===== src/rtl/mulaw_codec_pkg.sv =====
package mulaw_codec_pkg;
  localparam int CODE_W   = 8;
  localparam int PCM_W    = 16;
  localparam int SEG_W    = 3;
  localparam int STEP_W   = 4;
  localparam int SCALE_SH = 2;
  localparam int BIAS     = 33;
  localparam int CLIP     = 8191;
  localparam int MAG_W    = PCM_W - SCALE_SH - 1;
  localparam int SEG_N    = 1 << SEG_W;
  localparam int SEG_LSB  = STEP_W + 1;

  typedef struct packed {
    logic decLoad;
    logic encLoad;
  } strobe_t;
endpackage


===== src/rtl/mulaw_seg_find.sv =====
module mulaw_seg_find #(
  parameter int WIDTH = 8,
  localparam int IDX_W = $clog2(WIDTH)
) (
  input  logic [WIDTH-1:0] bits,
  output logic [IDX_W-1:0] idx
);
  // highest set bit wins: later loop iterations overwrite earlier ones
  always_comb begin
    idx = '0;
    for (int i = 0; i < WIDTH; i++) begin
      if (bits[i]) idx = IDX_W'(i);
    end
  end
endmodule


===== src/rtl/mulaw_codec_ctrl.sv =====
module mulaw_codec_ctrl
  import mulaw_codec_pkg::*;
(
  input  logic    clk,
  input  logic    rstN,
  input  logic    decValid,
  input  logic    encValid,
  output strobe_t strb,
  output logic    decOutValid,
  output logic    encOutValid
);
  always_comb begin
    strb.decLoad = decValid;
    strb.encLoad = encValid;
  end

  always_ff @(posedge clk) begin
    if (!rstN) begin
      decOutValid <= 1'b0;
      encOutValid <= 1'b0;
    end else begin
      decOutValid <= decValid;
      encOutValid <= encValid;
    end
  end

  AST_DEC_LATENCY: assert property (@(posedge clk) disable iff (!rstN)
    decValid |=> decOutValid);
  AST_ENC_LATENCY: assert property (@(posedge clk) disable iff (!rstN)
    encValid |=> encOutValid);
  AST_IDLE_LOW: assert property (@(posedge clk) disable iff (!rstN)
    !decValid |=> !decOutValid);
endmodule


===== src/rtl/mulaw_codec_dp.sv =====
module mulaw_codec_dp
  import mulaw_codec_pkg::*;
(
  input  logic              clk,
  input  logic              rstN,
  input  strobe_t           strb,
  input  logic [CODE_W-1:0] decCode,
  input  logic [PCM_W-1:0]  encSample,
  output logic [PCM_W-1:0]  decSample,
  output logic [CODE_W-1:0] encCode
);
  localparam int SHIFT_W = MAG_W;

  // expander
  logic [CODE_W-1:0]  dInv;
  logic [SEG_W-1:0]   dSeg;
  logic [STEP_W-1:0]  dStep;
  logic [SHIFT_W-1:0] dBase;
  logic [SHIFT_W-1:0] dShift;
  logic [SHIFT_W-1:0] dMag;
  logic [PCM_W-1:0]   dScaled;
  logic [PCM_W-1:0]   dOut;

  always_comb begin
    dInv    = ~decCode;
    dSeg    = dInv[CODE_W-2 -: SEG_W];
    dStep   = dInv[STEP_W-1:0];
    dBase   = SHIFT_W'({1'b1, dStep, 1'b1});
    dShift  = dBase << dSeg;
    dMag    = dShift - SHIFT_W'(BIAS);
    dScaled = PCM_W'({dMag, {SCALE_SH{1'b0}}});
    dOut    = dInv[CODE_W-1] ? PCM_W'(~dScaled + PCM_W'(1)) : dScaled;
  end

  // compressor
  logic                    eNeg;
  logic [PCM_W-1:0]        eShr;
  logic [PCM_W-1:0]        eAbs;
  logic [PCM_W-1:0]        eBiased;
  logic                    eSat;
  logic [SEG_W-1:0]        eSeg;
  logic [PCM_W-1:0]        eSteps;
  logic [CODE_W-2:0]       eIdx;
  logic [CODE_W-1:0]       eOut;

  mulaw_seg_find #(.WIDTH(SEG_N)) uSegFind (
    .bits (eBiased[SEG_LSB +: SEG_N]),
    .idx  (eSeg)
  );

  always_comb begin
    eNeg    = encSample[PCM_W-1];
    eShr    = PCM_W'($signed(encSample) >>> SCALE_SH);
    eAbs    = eNeg ? PCM_W'(~eShr + PCM_W'(1)) : eShr;
    eBiased = eAbs + PCM_W'(BIAS);
    eSat    = eBiased > PCM_W'(CLIP);
    eSteps  = eBiased >> ({1'b0, eSeg} + (SEG_W+1)'(1));
    eIdx    = eSat ? '1 : {eSeg, eSteps[STEP_W-1:0]};
    eOut    = {~eNeg, ~eIdx};
  end

  always_ff @(posedge clk) begin
    if (!rstN) begin
      decSample <= '0;
      encCode   <= '0;
    end else begin
      if (strb.decLoad) decSample <= dOut;
      if (strb.encLoad) encCode   <= eOut;
    end
  end

  AST_DEC_ZERO: assert property (@(posedge clk) disable iff (!rstN)
    strb.decLoad && (decCode[CODE_W-2:0] == '1) |=> decSample == '0);
  AST_DEC_SIGN: assert property (@(posedge clk) disable iff (!rstN)
    strb.decLoad && !decCode[CODE_W-1] && (decCode[CODE_W-2:0] != '1)
      |=> decSample[PCM_W-1]);
  AST_ENC_SIGN: assert property (@(posedge clk) disable iff (!rstN)
    strb.encLoad |=> encCode[CODE_W-1] == !$past(encSample[PCM_W-1]));
  AST_ENC_SAT: assert property (@(posedge clk) disable iff (!rstN)
    strb.encLoad && (($signed(encSample) >= 16'sd32636) ||
                     ($signed(encSample) <= -16'sd32633))
      |=> encCode[CODE_W-2:0] == '0);
  AST_DEC_HOLD: assert property (@(posedge clk) disable iff (!rstN)
    !strb.decLoad |=> $stable(decSample));
  AST_ENC_HOLD: assert property (@(posedge clk) disable iff (!rstN)
    !strb.encLoad |=> $stable(encCode));
endmodule


===== src/rtl/mulaw_codec.sv =====
module mulaw_codec
  import mulaw_codec_pkg::*;
(
  input  logic        clk,
  input  logic        rstN,
  input  logic        decValid,
  input  logic [7:0]  decCode,
  input  logic        encValid,
  input  logic [15:0] encSample,
  output logic        decOutValid,
  output logic [15:0] decSample,
  output logic        encOutValid,
  output logic [7:0]  encCode
);
  strobe_t strb;

  mulaw_codec_ctrl uCtrl (
    .clk         (clk),
    .rstN        (rstN),
    .decValid    (decValid),
    .encValid    (encValid),
    .strb        (strb),
    .decOutValid (decOutValid),
    .encOutValid (encOutValid)
  );

  mulaw_codec_dp uDp (
    .clk       (clk),
    .rstN      (rstN),
    .strb      (strb),
    .decCode   (decCode),
    .encSample (encSample),
    .decSample (decSample),
    .encCode   (encCode)
  );
endmodule


===== config.mk =====
export PLATFORM = sky130hd
export DESIGN_NAME = mulaw_codec
export DESIGN_NICKNAME = d
export VERILOG_FILES = /design/src/rtl/mulaw_codec_pkg.sv /design/src/rtl/mulaw_seg_find.sv /design/src/rtl/mulaw_codec_ctrl.sv /design/src/rtl/mulaw_codec_dp.sv /design/src/rtl/mulaw_codec.sv
export SDC_FILE = /design/constraint.sdc
export NUM_CORES = 1
export LEC_CHECK = 0
export BUFFER_PORTS_ARGS = -buffer_cell sky130_fd_sc_hd__buf_2
export CAP_MARGIN = 15
export CORE_UTILIZATION = 55
export DETAILED_ROUTE_END_ITERATION = 10
export GPL_TIMING_DRIVEN = 0
export PLACE_DENSITY = 0.8
export SLEW_MARGIN = 40
export SYNTH_ARGS = -nofsm -noshare
export SYNTH_HDL_FRONTEND = slang
export SYNTH_SLANG_ARGS = --single-unit

===== constraint.sdc =====
create_clock -name clk -period 7.45 [get_ports clk]
set_input_delay 1.1175 -clock clk [delete_from_list [all_inputs] [get_ports clk]]
set_output_delay 1.1175 -clock clk [all_outputs]
set_load 0.05 [all_outputs]

Word level (Yosys, flattened, before mapping):

Cells that the tools add are included.

* register bits after elaboration: 26
* bits in latches: 0
* memory bits (writable): 0
* memory bits (read-only): 0
* input bits: 28
* memories: 0

* $add $sub $neg: 5
* multipliers: 0
* divide/modulo/power cells: 0
* magnitude comparators: 1
* equal/unequal tests: 0
* shift-type cells: 2
* muxes and demuxes: 10
* bitwise logic cells: 5
* reductions and logical operators: 0

Operator list (number)
* adder 16 x 1 -> 16 bit, second input constant: 2
* 2-to-1 mux 16 bit: 2
* 2-to-1 mux 3 bit: 6
* adder 16 x 6 -> 16 bit, second input constant: 1
* > comparator 16 x 13 -> 1 bit, second input constant: 1
* inverter 15 -> 16 bit: 1
* inverter 16 bit: 1
* right shift 16 x 4 -> 4 bit: 1
* left shift 6 x 3 -> 13 bit: 1
* subtractor 13 x 6 -> 13 bit, second input constant: 1
* inverter 8 bit: 1
* 2-to-1 mux 7 bit: 1
* inverter 7 bit: 1
* adder 3 x 1 -> 4 bit, second input constant: 1
* 2-to-1 mux 1 bit: 1
* inverter 1 bit: 1

Logic depth before layout (Yosys ltp):

Gate-level depths: netlist (run 1).

* depth in word-level cells: 15
* gate-level depth with buffers: 14

Hierarchy:

A second synthesis (run 1) with hierarchy kept.

* cells, all modules: 375
* area, all modules: 2815.2 sq um

By module, submodules not included
* mulaw_codec_dp: times used 1, cells each 359, area each 2702.6 sq um, sequential area each 440.4 sq um
* mulaw_codec_ctrl: times used 1, cells each 6, area each 67.6 sq um, sequential area each 40.0 sq um
* mulaw_seg_find: times used 1, cells each 10, area each 45.0 sq um, sequential area each 0.0 sq um

Least setup slack after synthesis (run 1):

OpenSTA, ideal clock, no wires.

* path kind: in2reg
* start: in encSample[15]
* end: reg uDp.encCode[1]
* library setup time: 0.096 ns
* arrival: 4.098 ns
* data required time: 7.354 ns
* slack: 3.256 ns
* cell stages on the path: 12
* path buffers: 2
* path through: buf_6 > buf_2 > o21ai_0 > ha_1 > or4b_4 > a2111oi_2 > xor2_1 > nand2_1 > o21ai_2 > mux2i_1 > a22oi_1 > o311ai_1

* cells in the longest elaborated chain, start to end: 13

Ends and longest elaborated chain
* start, declared: RTL line mulaw_codec.sv:9 `input logic [15:0] encSample,`
* 2-to-1 mux 16 bit (*): RTL line mulaw_codec_dp.sv:54 `eAbs = eNeg ? PCM_W'(~eShr + PCM_W'(1)) : eShr;`
* adder 16 x 6 -> 16 bit (*): RTL line mulaw_codec_dp.sv:55 `eBiased = eAbs + PCM_W'(BIAS);`
* 2-to-1 mux 1 bit: RTL line mulaw_seg_find.sv:12 `if (bits[i]) idx = IDX_W'(i);`
* 2-to-1 mux 3 bit (6 in series): RTL line mulaw_seg_find.sv:12
* adder 3 x 1 -> 4 bit: RTL line mulaw_codec_dp.sv:57 `eSteps = eBiased >> ({1'b0, eSeg} + (SEG_W+1)'(1));`
* right shift 16 x 4 -> 4 bit: RTL line mulaw_codec_dp.sv:57
* 2-to-1 mux 7 bit (*): RTL line mulaw_codec_dp.sv:58 `eIdx = eSat ? '1 : {eSeg, eSteps[STEP_W-1:0]};`
* inverter 7 bit (*): RTL line mulaw_codec_dp.sv:59 `eOut = {~eNeg, ~eIdx};`
* end signal, assigned: RTL line mulaw_codec_dp.sv:68 `if (strb.encLoad) encCode <= eOut;`
* end, declared: RTL line mulaw_codec_dp.sv:10 `output logic [CODE_W-1:0] encCode`

Every way passes the cells marked *; elsewhere a longest branch is shown, timed or not.
A chain may end at the register's enable or synchronous reset.

Final worst setup path (run 1):

* start: in encSample[2]
* end: reg uDp.encCode[1]

* cells in the longest elaborated chain, start to end: 15

Ends and longest elaborated chain (RTL line)
* inverter 16 bit: mulaw_codec_dp.sv:54
* adder 16 x 1 -> 16 bit: mulaw_codec_dp.sv:54
* 2-to-1 mux 16 bit (*): mulaw_codec_dp.sv:54
* adder 16 x 6 -> 16 bit (*): mulaw_codec_dp.sv:55
* 2-to-1 mux 1 bit: mulaw_seg_find.sv:12
* 2-to-1 mux 3 bit (6 in series): mulaw_seg_find.sv:12
* adder 3 x 1 -> 4 bit: mulaw_codec_dp.sv:57
* right shift 16 x 4 -> 4 bit: mulaw_codec_dp.sv:57
* 2-to-1 mux 7 bit (*): mulaw_codec_dp.sv:58
* inverter 7 bit (*): mulaw_codec_dp.sv:59

Marks and branches as above.

==> impl_metrics.py, run 1 <==
metrics = {
    "timing": {
        "slew_viol_final": 0,
        "hold_viol_final": 0,
        "fin_setup_tns_ps": 0,
        "setup_violations": 0,
        "clock-skew-final_ps": 0,
        "final.period_utilization_pct": 62.4,
        "worst-slew-pin-transition_ps": 641,
        "layout_min_cycle_time_ps": 4650,
        "max_slew_margin_pct": 56.9,
        "achievable-frequency_mhz": 215,
        "grt_setup_unrepaired": "no",
    },
    "pwr": {
        "static-leakage-power_uw": 0.00123,
        "power_frac_clock_pct": 22.4,
        "irDropWorstVdd_mv": 0.0833,
        "p_int_uw": 296,
        "seq_power_share_pct": 29.4,
        "switching_share_pct": 40.7,
        "p_comb_share_pct": 48.2,
        "power_per_cell_area_nw_per_um2": 168,
        "power_switching_uw": 203,
    },
    "cts": {
        "cts.sinks": 24,
        "h_tree_levels": 1,
        "worst_setup_hold_path_clk_slew_ps": 80,
        "clk_root_buffer_cell": "sky130_fd_sc_hd__clkbuf_8",
        "cts_tree": "yes",
        "total_setup_buffers_inserted_after_cts": 0,
        "numCtsBuffers": 3,
        "post_cts_hold_buffer_count": 0,
        "clkLatencyLatePin_ps": 260,
        "ctsLongestPathBuffers": 2,
        "cts.repair.resized": 0,
    },
    "critical_path": {
        "worstReg2RegStart": "uDp.encCode[2]$_SDFFE_PN0P_",
        "r2r_setup_slack_ps": 6640,
        "startpoint_type_of_the_worst_setup_path": "input pin",
        "critPathArrivalTime_ps": 4830,
        "rr_worst_depth": 3,
        "timing_worst_setup_path_type": "input pin to flip-flop",
        "worstPathMaxFanout": 8,
        "timing.critical_path.to": "uDp.encCode[1]$_SDFFE_PN0P_",
        "worst_r2r_endpoint": "uDp.encCode[2]$_SDFFE_PN0P_",
        "crit_path_end_kind": "flip-flop",
        "timing.critical_path.required_ps": 7620,
        "cp-startpoint": "encSample[2]",
    },
    "drt": {
        "routed-via-count": 2492,
        "drt.antenna.violating_nets": 0,
        "detail_route.wirelength_mm": 5.75,
        "drt_iter0_markers": 130,
        "wire_per_inst_microns": 13.4,
        "drc_markers": 7,
        "vias_per_cell": 5.82,
        "first_pass_iters": 8,
    },
    "layout": {
        "syn_to_final_growth_pct": 13.3,
        "insertedDiodeCount": 0,
        "total_of_fill_cells_in_the_finished_design": 401,
        "post_route_cells_drive_above_1_share_pct": 19.9,
        "fin_nets": 410,
        "stdcell_area_sq_um": 2980,
    },
    "synth": {
        "synth_area_per_cell_sq_um": 7.98,
        "synthesis.area_sq_um": 2630,
        "synth_async_sr_flop_share_pct": 0,
        "synth-edff-count": 0,
        "synth-seq-area-share_pct": 18.3,
        "synthesis.instances": 329,
        "synth-main-ff-cell": "sky130_fd_sc_hd__dfxtp_1",
        "synth.yosys.warnings": 0,
        "synth.lib_cells_used.distinct": 70,
        "ys_ff_latch": 24,
    },
    "placed_design": {
        "detailed_place_hpwl_mm": 4.63,
        "place_congestion": 0.888,
        "dpl-instance-area_sq_um": 2910,
        "port_buffers": 42,
    },
    "global_routing": {
        "vias_in_the_first_global_route": 2252,
        "track_usage_pct": 23.4,
        "grt_max_degree": 15,
        "grt_antenna_before_repair": 0,
        "global_route.overflow_total": 0,
        "grt_pass1_wl_mm": 9.80,
    },
    "floorplanning": {
        "placementRows": 24,
        "die_y_microns": 71.1,
        "floorplan.core_area_sq_um": 4470,
        "die_area_sq_um": 5060,
        "die_w_microns": 71.1,
        "floorplan.initialDensity_pct": 58.7,
        "design.portCount": 54,
    },
    "status": {
        "status": "finished with violations",
        "violations": "design-rule violations",
    },
    "flow_run": {
        "max-cap-violations": 0,
    },
    "min_path": {
        "worst_hold_startpoint": "uDp.encCode[0]$_SDFFE_PN0P_",
        "worstHoldPathType": "flip-flop to flip-flop",
    },
}
[worst min path at each step]
| stage | to | depth (start not counted) | slack (ps) |
|---|---|---|---|
| 6_report | uDp.encCode[0]$_SDFFE_PN0P_ | 2 | 460 |
| 5_1_grt | uDp.encCode[0]$_SDFFE_PN0P_ | 2 | 480 |
| 4_1_cts | uDp.encCode[0]$_SDFFE_PN0P_ | 2 | 470 |
| 3_5_place_dp | uDp.encCode[0]$_SDFFE_PN0P_ | 2 | 450 |
| 3_3_place_gp | uDp.encCode[0]$_SDFFE_PN0P_ | 2 | 430 |
| 2_1_floorplan | uDp.encCode[0]$_SDFFE_PN0P_ | 2 | 670 |
[area by class of cell]
cell class,instances,area (sq um),area share (%)
multi-input cells,275,1990,66.9
repair buffers,42,210,7.06
clock buffers,3,41.3,1.39
inverters,11,41.3,1.39
plain buffers,20,118,3.95
well taps,52,65.1,2.19
clock inverters,1,30.0,1.01
flip-flops and latches,24,480,16.1
[metal layers]
metal  global-route usage [%]  share of wire (%)
met2                     38.0                 44
met1                     33.4                 50
met5                        0                  0
met4                     6.89                1.0
met3                     1.42                4.5
[Yosys cell counts, drive strengths merged (4+ instances only)]
master	instances	area, sq um
nor2	34	128
o21ai	14	77.6
nor2b	8	50.1
mux2i	20	200
a31oi	7	43.8
o31ai	5	37.5
o22ai	4	25.0
nand2b	11	68.8
a211oi	11	92.6
xor2	14	141
a21oi	14	73.8
clkbuf	13	48.8
inv	11	41.3
ha	5	62.6
nand2	24	90.1
or3	5	31.3
nor3	7	35.0
buf	7	68.8
nand3	5	25.0
nor3b	4	30.0
dfxtp	24	480
xnor2	26	243
[power by group through the flow]
stage	logic (uW)	clock network (uW)	registers [uW]
after floorplan	146	0	193
after global routing	261	119	148
after global placement	234	0	150
after CTS	239	114	147
after detailed placement	239	0	150
final	241	112	147
[cells in the final DEF (no fill, tap or decap), drive strengths merged, types with 3 or more instances in the layout]
cell type / Yosys / layout
a2111oi: 3 / 3
xnor2: 26 / 26
o31ai: 5 / 5
nand2: 24 / 24
mux2i: 20 / 20
buf: 7 / 49
xor2: 14 / 14
a41o: 3 / 3
o22ai: 4 / 4
a311oi: 3 / 3
dfxtp: 24 / 24
a22oi: 3 / 3
a21oi: 14 / 14
a31oi: 7 / 7
and2: 3 / 3
nor3b: 4 / 4
inv: 11 / 11
nor4: 3 / 3
nor2: 34 / 34
nor3: 7 / 7
a211oi: 11 / 11
nand3: 5 / 5
o41ai: 3 / 3
ha: 5 / 5
o21ai: 14 / 14
or3: 5 / 5
nand2b: 11 / 11
nor2b: 8 / 8
clkbuf: 13 / 16
[sequential cells by signal, summed over array words and instances, names as in the netlist]
| name | cells |
|---|---|
| uCtrl.decOutValid | 1 |
| uDp.encCode | 8 |
| uDp.decSample | 14 |
| uCtrl.encOutValid | 1 |
[critical path, cell delays in order]
cell,delay [ps]
sky130_fd_sc_hd__buf_2,150
sky130_fd_sc_hd__inv_1,90
sky130_fd_sc_hd__ha_1,290
sky130_fd_sc_hd__or3b_4,290
sky130_fd_sc_hd__a211oi_2,100
sky130_fd_sc_hd__or4b_4,580
sky130_fd_sc_hd__a2111oi_2,400
sky130_fd_sc_hd__xor2_1,470
sky130_fd_sc_hd__nand2_1,240
sky130_fd_sc_hd__o21ai_2,380
sky130_fd_sc_hd__mux2i_1,330
sky130_fd_sc_hd__a22oi_1,160
sky130_fd_sc_hd__o311ai_1,230
[stage by stage]
stage          worst slack, ps  utilization, %  hold WS [ps]  cells  power (uW)
6_report                  2800            66.5           465    428         500
5_1_grt                   2530            66.5           484    428         529
4_1_cts                   2830            66.5           465    428         500
3_5_place_dp              2560            64.9           449    424         389
3_3_place_gp              2650            64.9           432    424         383
2_1_floorplan             3260               -           669    330         338
[kinds of logic after synthesis]
logic type	count (synthesis)	share of synthesized area, %
flops	24	18.3
xor+xnor	40	14.6
buf+inv	31	6.05
mux	21	8.05
other cells	1	0.143
simple gates	118	24.7
fa+ha+maj	5	2.38
compound gates	89	25.7
Power figures use the tool's default switching activity.
==> run 2, diff against run 1 <==
- ABC_AREA: default -> 1
- clock period: 7.45 -> 4.9 ns (I/O delays scaled with it)
==> impl_metrics.py, run 2 <==
metrics = {
    "drt": {
        "drt_iter0_markers": 207,
        "drc_markers": 0,
        "top_signal_layer_used": "met4",
        "wl_met3_microns": 333,
        "route.layer.met1.wl_mm": 2.85,
        "routed-via-count": 2709,
        "vias_per_cell": 5.12,
        "detail_route.wirelength_mm": 5.67,
        "wire_per_inst_microns": 10.7,
        "first_pass_iters": 4,
        "drt.antenna.violating_nets": 0,
        "routed-wl-met2_mm": 2.40,
    },
    "critical_path": {
        "worstReg2RegStart": "uDp.decSample[6]$_SDFFE_PN0P_",
        "crit_path_most_repeated_cell": "sky130_fd_sc_hd__nand2_1",
        "startpoint_type_of_the_worst_setup_path": "input pin",
        "r2r_setup_slack_ps": 4150,
        "cp-startpoint": "encSample[2]",
        "critical_path.slowest_cell": "sky130_fd_sc_hd__ha_1",
        "worst_r2r_endpoint": "uDp.decSample[6]$_SDFFE_PN0P_",
        "critPathArrivalTime_ps": 3180,
        "worstPathMaxFanout": 9,
        "rr_worst_depth": 2,
        "slowest_delay_ps": 280,
        "timing_worst_setup_path_type": "input pin to flip-flop",
        "timing.critical_path.required_ps": 5070,
        "timing.critical_path.cells": "buf_2, inv_1, ha_1, nand2_1, o21ai_1, ha_1, inv_1, nor2_4, nand3_2, a21oi_2, nand4_2, nor2_2, nand2_2, nand2_4, nand2_4, nor2_4, nand3_1, nand2_1, nand2_1, nand3_1, a21oi_1",
        "crit_path_end_kind": "flip-flop",
    },
    "timing": {
        "layout_setup_ws_ps": 1890,
        "slew_viol_final": 0,
        "grt_setup_unrepaired": "no",
        "setup_violations": 0,
        "clock-skew-final_ps": 0,
        "hold_viol_final": 0,
        "fin_setup_tns_ps": 0,
        "achievable-frequency_mhz": 332,
        "final.period_utilization_pct": 61.5,
        "layout_min_cycle_time_ps": 3010,
    },
    "min_path": {
        "worst_hold_startpoint": "uDp.encCode[0]$_SDFFE_PN0P_",
        "whs_endpoint": "uDp.encCode[0]$_SDFFE_PN0P_",
        "min_delay_path_depth": 2,
        "worstHoldPathType": "flip-flop to flip-flop",
    },
    "synth": {
        "synth_async_sr_flop_share_pct": 0,
        "synth_area_per_cell_sq_um": 5.89,
        "synthesis.instances": 427,
        "synth-seq-area-share_pct": 19.1,
        "synthDominantAreaCellType": "sky130_fd_sc_hd__nand2_1",
        "synth.lib_cells_used.distinct": 38,
        "top_post_synthesis_cells_by_area": "sky130_fd_sc_hd__nand2_1 (20%), sky130_fd_sc_hd__dfxtp_1 (19%), sky130_fd_sc_hd__nand3_1 (8.6%)",
        "ys_ff_latch": 24,
        "post_synth_most_frequent_cells": "sky130_fd_sc_hd__nand2_1 (137), sky130_fd_sc_hd__inv_1 (47), sky130_fd_sc_hd__nand3_1 (43)",
        "synthesis.area_sq_um": 2520,
        "synth-edff-count": 0,
        "synth-main-ff-cell": "sky130_fd_sc_hd__dfxtp_1",
        "synth.yosys.warnings": 0,
        "post-synth-top-count-cell": "sky130_fd_sc_hd__nand2_1",
        "synth_top_area_share_pct": 20.4,
    },
    "layout": {
        "final_common_cell": "sky130_fd_sc_hd__nand2_1",
        "syn_to_final_growth_pct": 14.5,
        "insertedDiodeCount": 0,
        "total_of_fill_cells_in_the_finished_design": 423,
        "largest_registers": "uDp.decSample: 14 flops, uDp.encCode: 8 flops",
        "commonest_non_fill_non_tap_cells_in_the_layout": "sky130_fd_sc_hd__nand2_1 (137), sky130_fd_sc_hd__buf_2 (48), sky130_fd_sc_hd__inv_1 (47), sky130_fd_sc_hd__nand3_1 (43), sky130_fd_sc_hd__nor2_1 (27)",
        "post_route_cells_drive_above_1_share_pct": 21.6,
        "regMostFlops": "uDp.decSample",
        "ff_latch_area_sq_um": 480,
        "multiInputGateArea_sq_um": 1730,
        "max_reg_flops": 14,
        "fin_nets": 511,
    },
    "floorplanning": {
        "design.portCount": 54,
        "placementRows": 24,
        "die_y_microns": 69.6,
        "floorplan.initialDensity_pct": 57.4,
        "floorplan.core_area_sq_um": 4380,
        "die_area_sq_um": 4850,
        "die_w_microns": 69.6,
    },
    "global_routing": {
        "grt_antenna_before_repair": 0,
        "grt_pass1_wl_mm": 9.81,
        "grt_max_degree": 15,
        "global_route.overflow_total": 0,
        "vias_in_the_first_global_route": 2313,
        "track_usage_pct": 24.0,
    },
    "cts": {
        "cts_tree": "yes",
        "post_cts_hold_buffer_count": 0,
        "cts.sinks": 24,
        "total_setup_buffers_inserted_after_cts": 0,
        "cts.repair.resized": 0,
        "ctsLongestPathBuffers": 2,
        "h_tree_levels": 1,
        "worst_setup_hold_path_clk_slew_ps": 90,
        "clk_root_buffer_cell": "sky130_fd_sc_hd__clkbuf_8",
        "clkLatencyLatePin_ps": 270,
        "numCtsBuffers": 3,
    },
    "placed_design": {
        "detailed_place_hpwl_mm": 4.54,
        "place_congestion": 0.898,
        "minimum_setup_slack_after_placement_ps": 1600,
        "port_buffers": 45,
    },
    "flow_run": {
        "max-cap-violations": 0,
    },
    "pwr": {
        "power_per_cell_area_nw_per_um2": 253,
        "irDropWorstVdd_mv": 0.158,
        "static-leakage-power_uw": 0.00159,
    },
    "status": {
        "status": "finished clean",
    },
}
[run 2: routing by layer]
| metal | vias up | track usage [%] |
|---|---|---|
| li1 | 1453 | - |
| met1 | 1161 | 34.3 |
| met2 | 82 | 36.9 |
| met3 | 13 | 3.92 |
| met4 | 0 | 7.33 |
| met5 | - | 0 |
[run 2: worst max path at each step]
stage                                   to  slack (ps)  cells past startpoint
6_report       uDp.encCode[0]$_SDFFE_PN0P_        1890                     21
2_1_floorplan  uDp.encCode[1]$_SDFFE_PN0P_        2040                     20
3_3_place_gp   uDp.encCode[0]$_SDFFE_PN0P_        1620                     21
3_5_place_dp   uDp.encCode[0]$_SDFFE_PN0P_        1600                     21
5_1_grt        uDp.encCode[0]$_SDFFE_PN0P_        1620                     22
4_1_cts        uDp.encCode[0]$_SDFFE_PN0P_        1890                     21
[run 2: stage by stage]
stage	hold slack [ps]	area (sq um)	total power, uW	util [%]	std cells
6_report	469	2880	730	65.7	529
5_1_grt	480	2880	777	65.7	529
4_1_cts	467	2880	728	65.7	529
2_1_floorplan	685	2520	483	-	428
3_5_place_dp	454	2810	551	64.1	525
3_3_place_gp	451	2810	545	64.1	525
[run 2: critical path: cells and delay by family]
| family | cells | cell delay (ps) |
|---|---|---|
| AO/OA/AOI/OAI | 3 | 400 |
| adder cells (fa/ha/maj) | 2 | 470 |
| buffers and inverters | 3 | 250 |
| AND/OR/NAND/NOR | 13 | 1320 |
[run 2: where the power goes]
part / internal (uW) / switching (uW) / total [uW]
registers: 212 / 8.35 / 221
logic: 99.7 / 231 / 330
clock network: 109 / 69.8 / 179
total: 421 / 309 / 730
[run 2: layout make-up]
class                      instances  share of cell area, %
buffer                            14                   3.13
inverter                          59                   7.69
tap                               52                   2.26
clock inverter                     1                   1.04
clock buffer                       3                   1.43
sequential                        24                   16.7
timing repair buffer              45                   7.82
multi-input combinational        331                   60.0
[run 2: kinds of logic after synthesis]
kind of cell    synth area share [%]
flops                           19.1
fa+ha+maj                       2.49
other cells                    0.149
buf+inv                         12.4
compound gates                  12.7
simple gates                    47.2
xor+xnor                        5.92
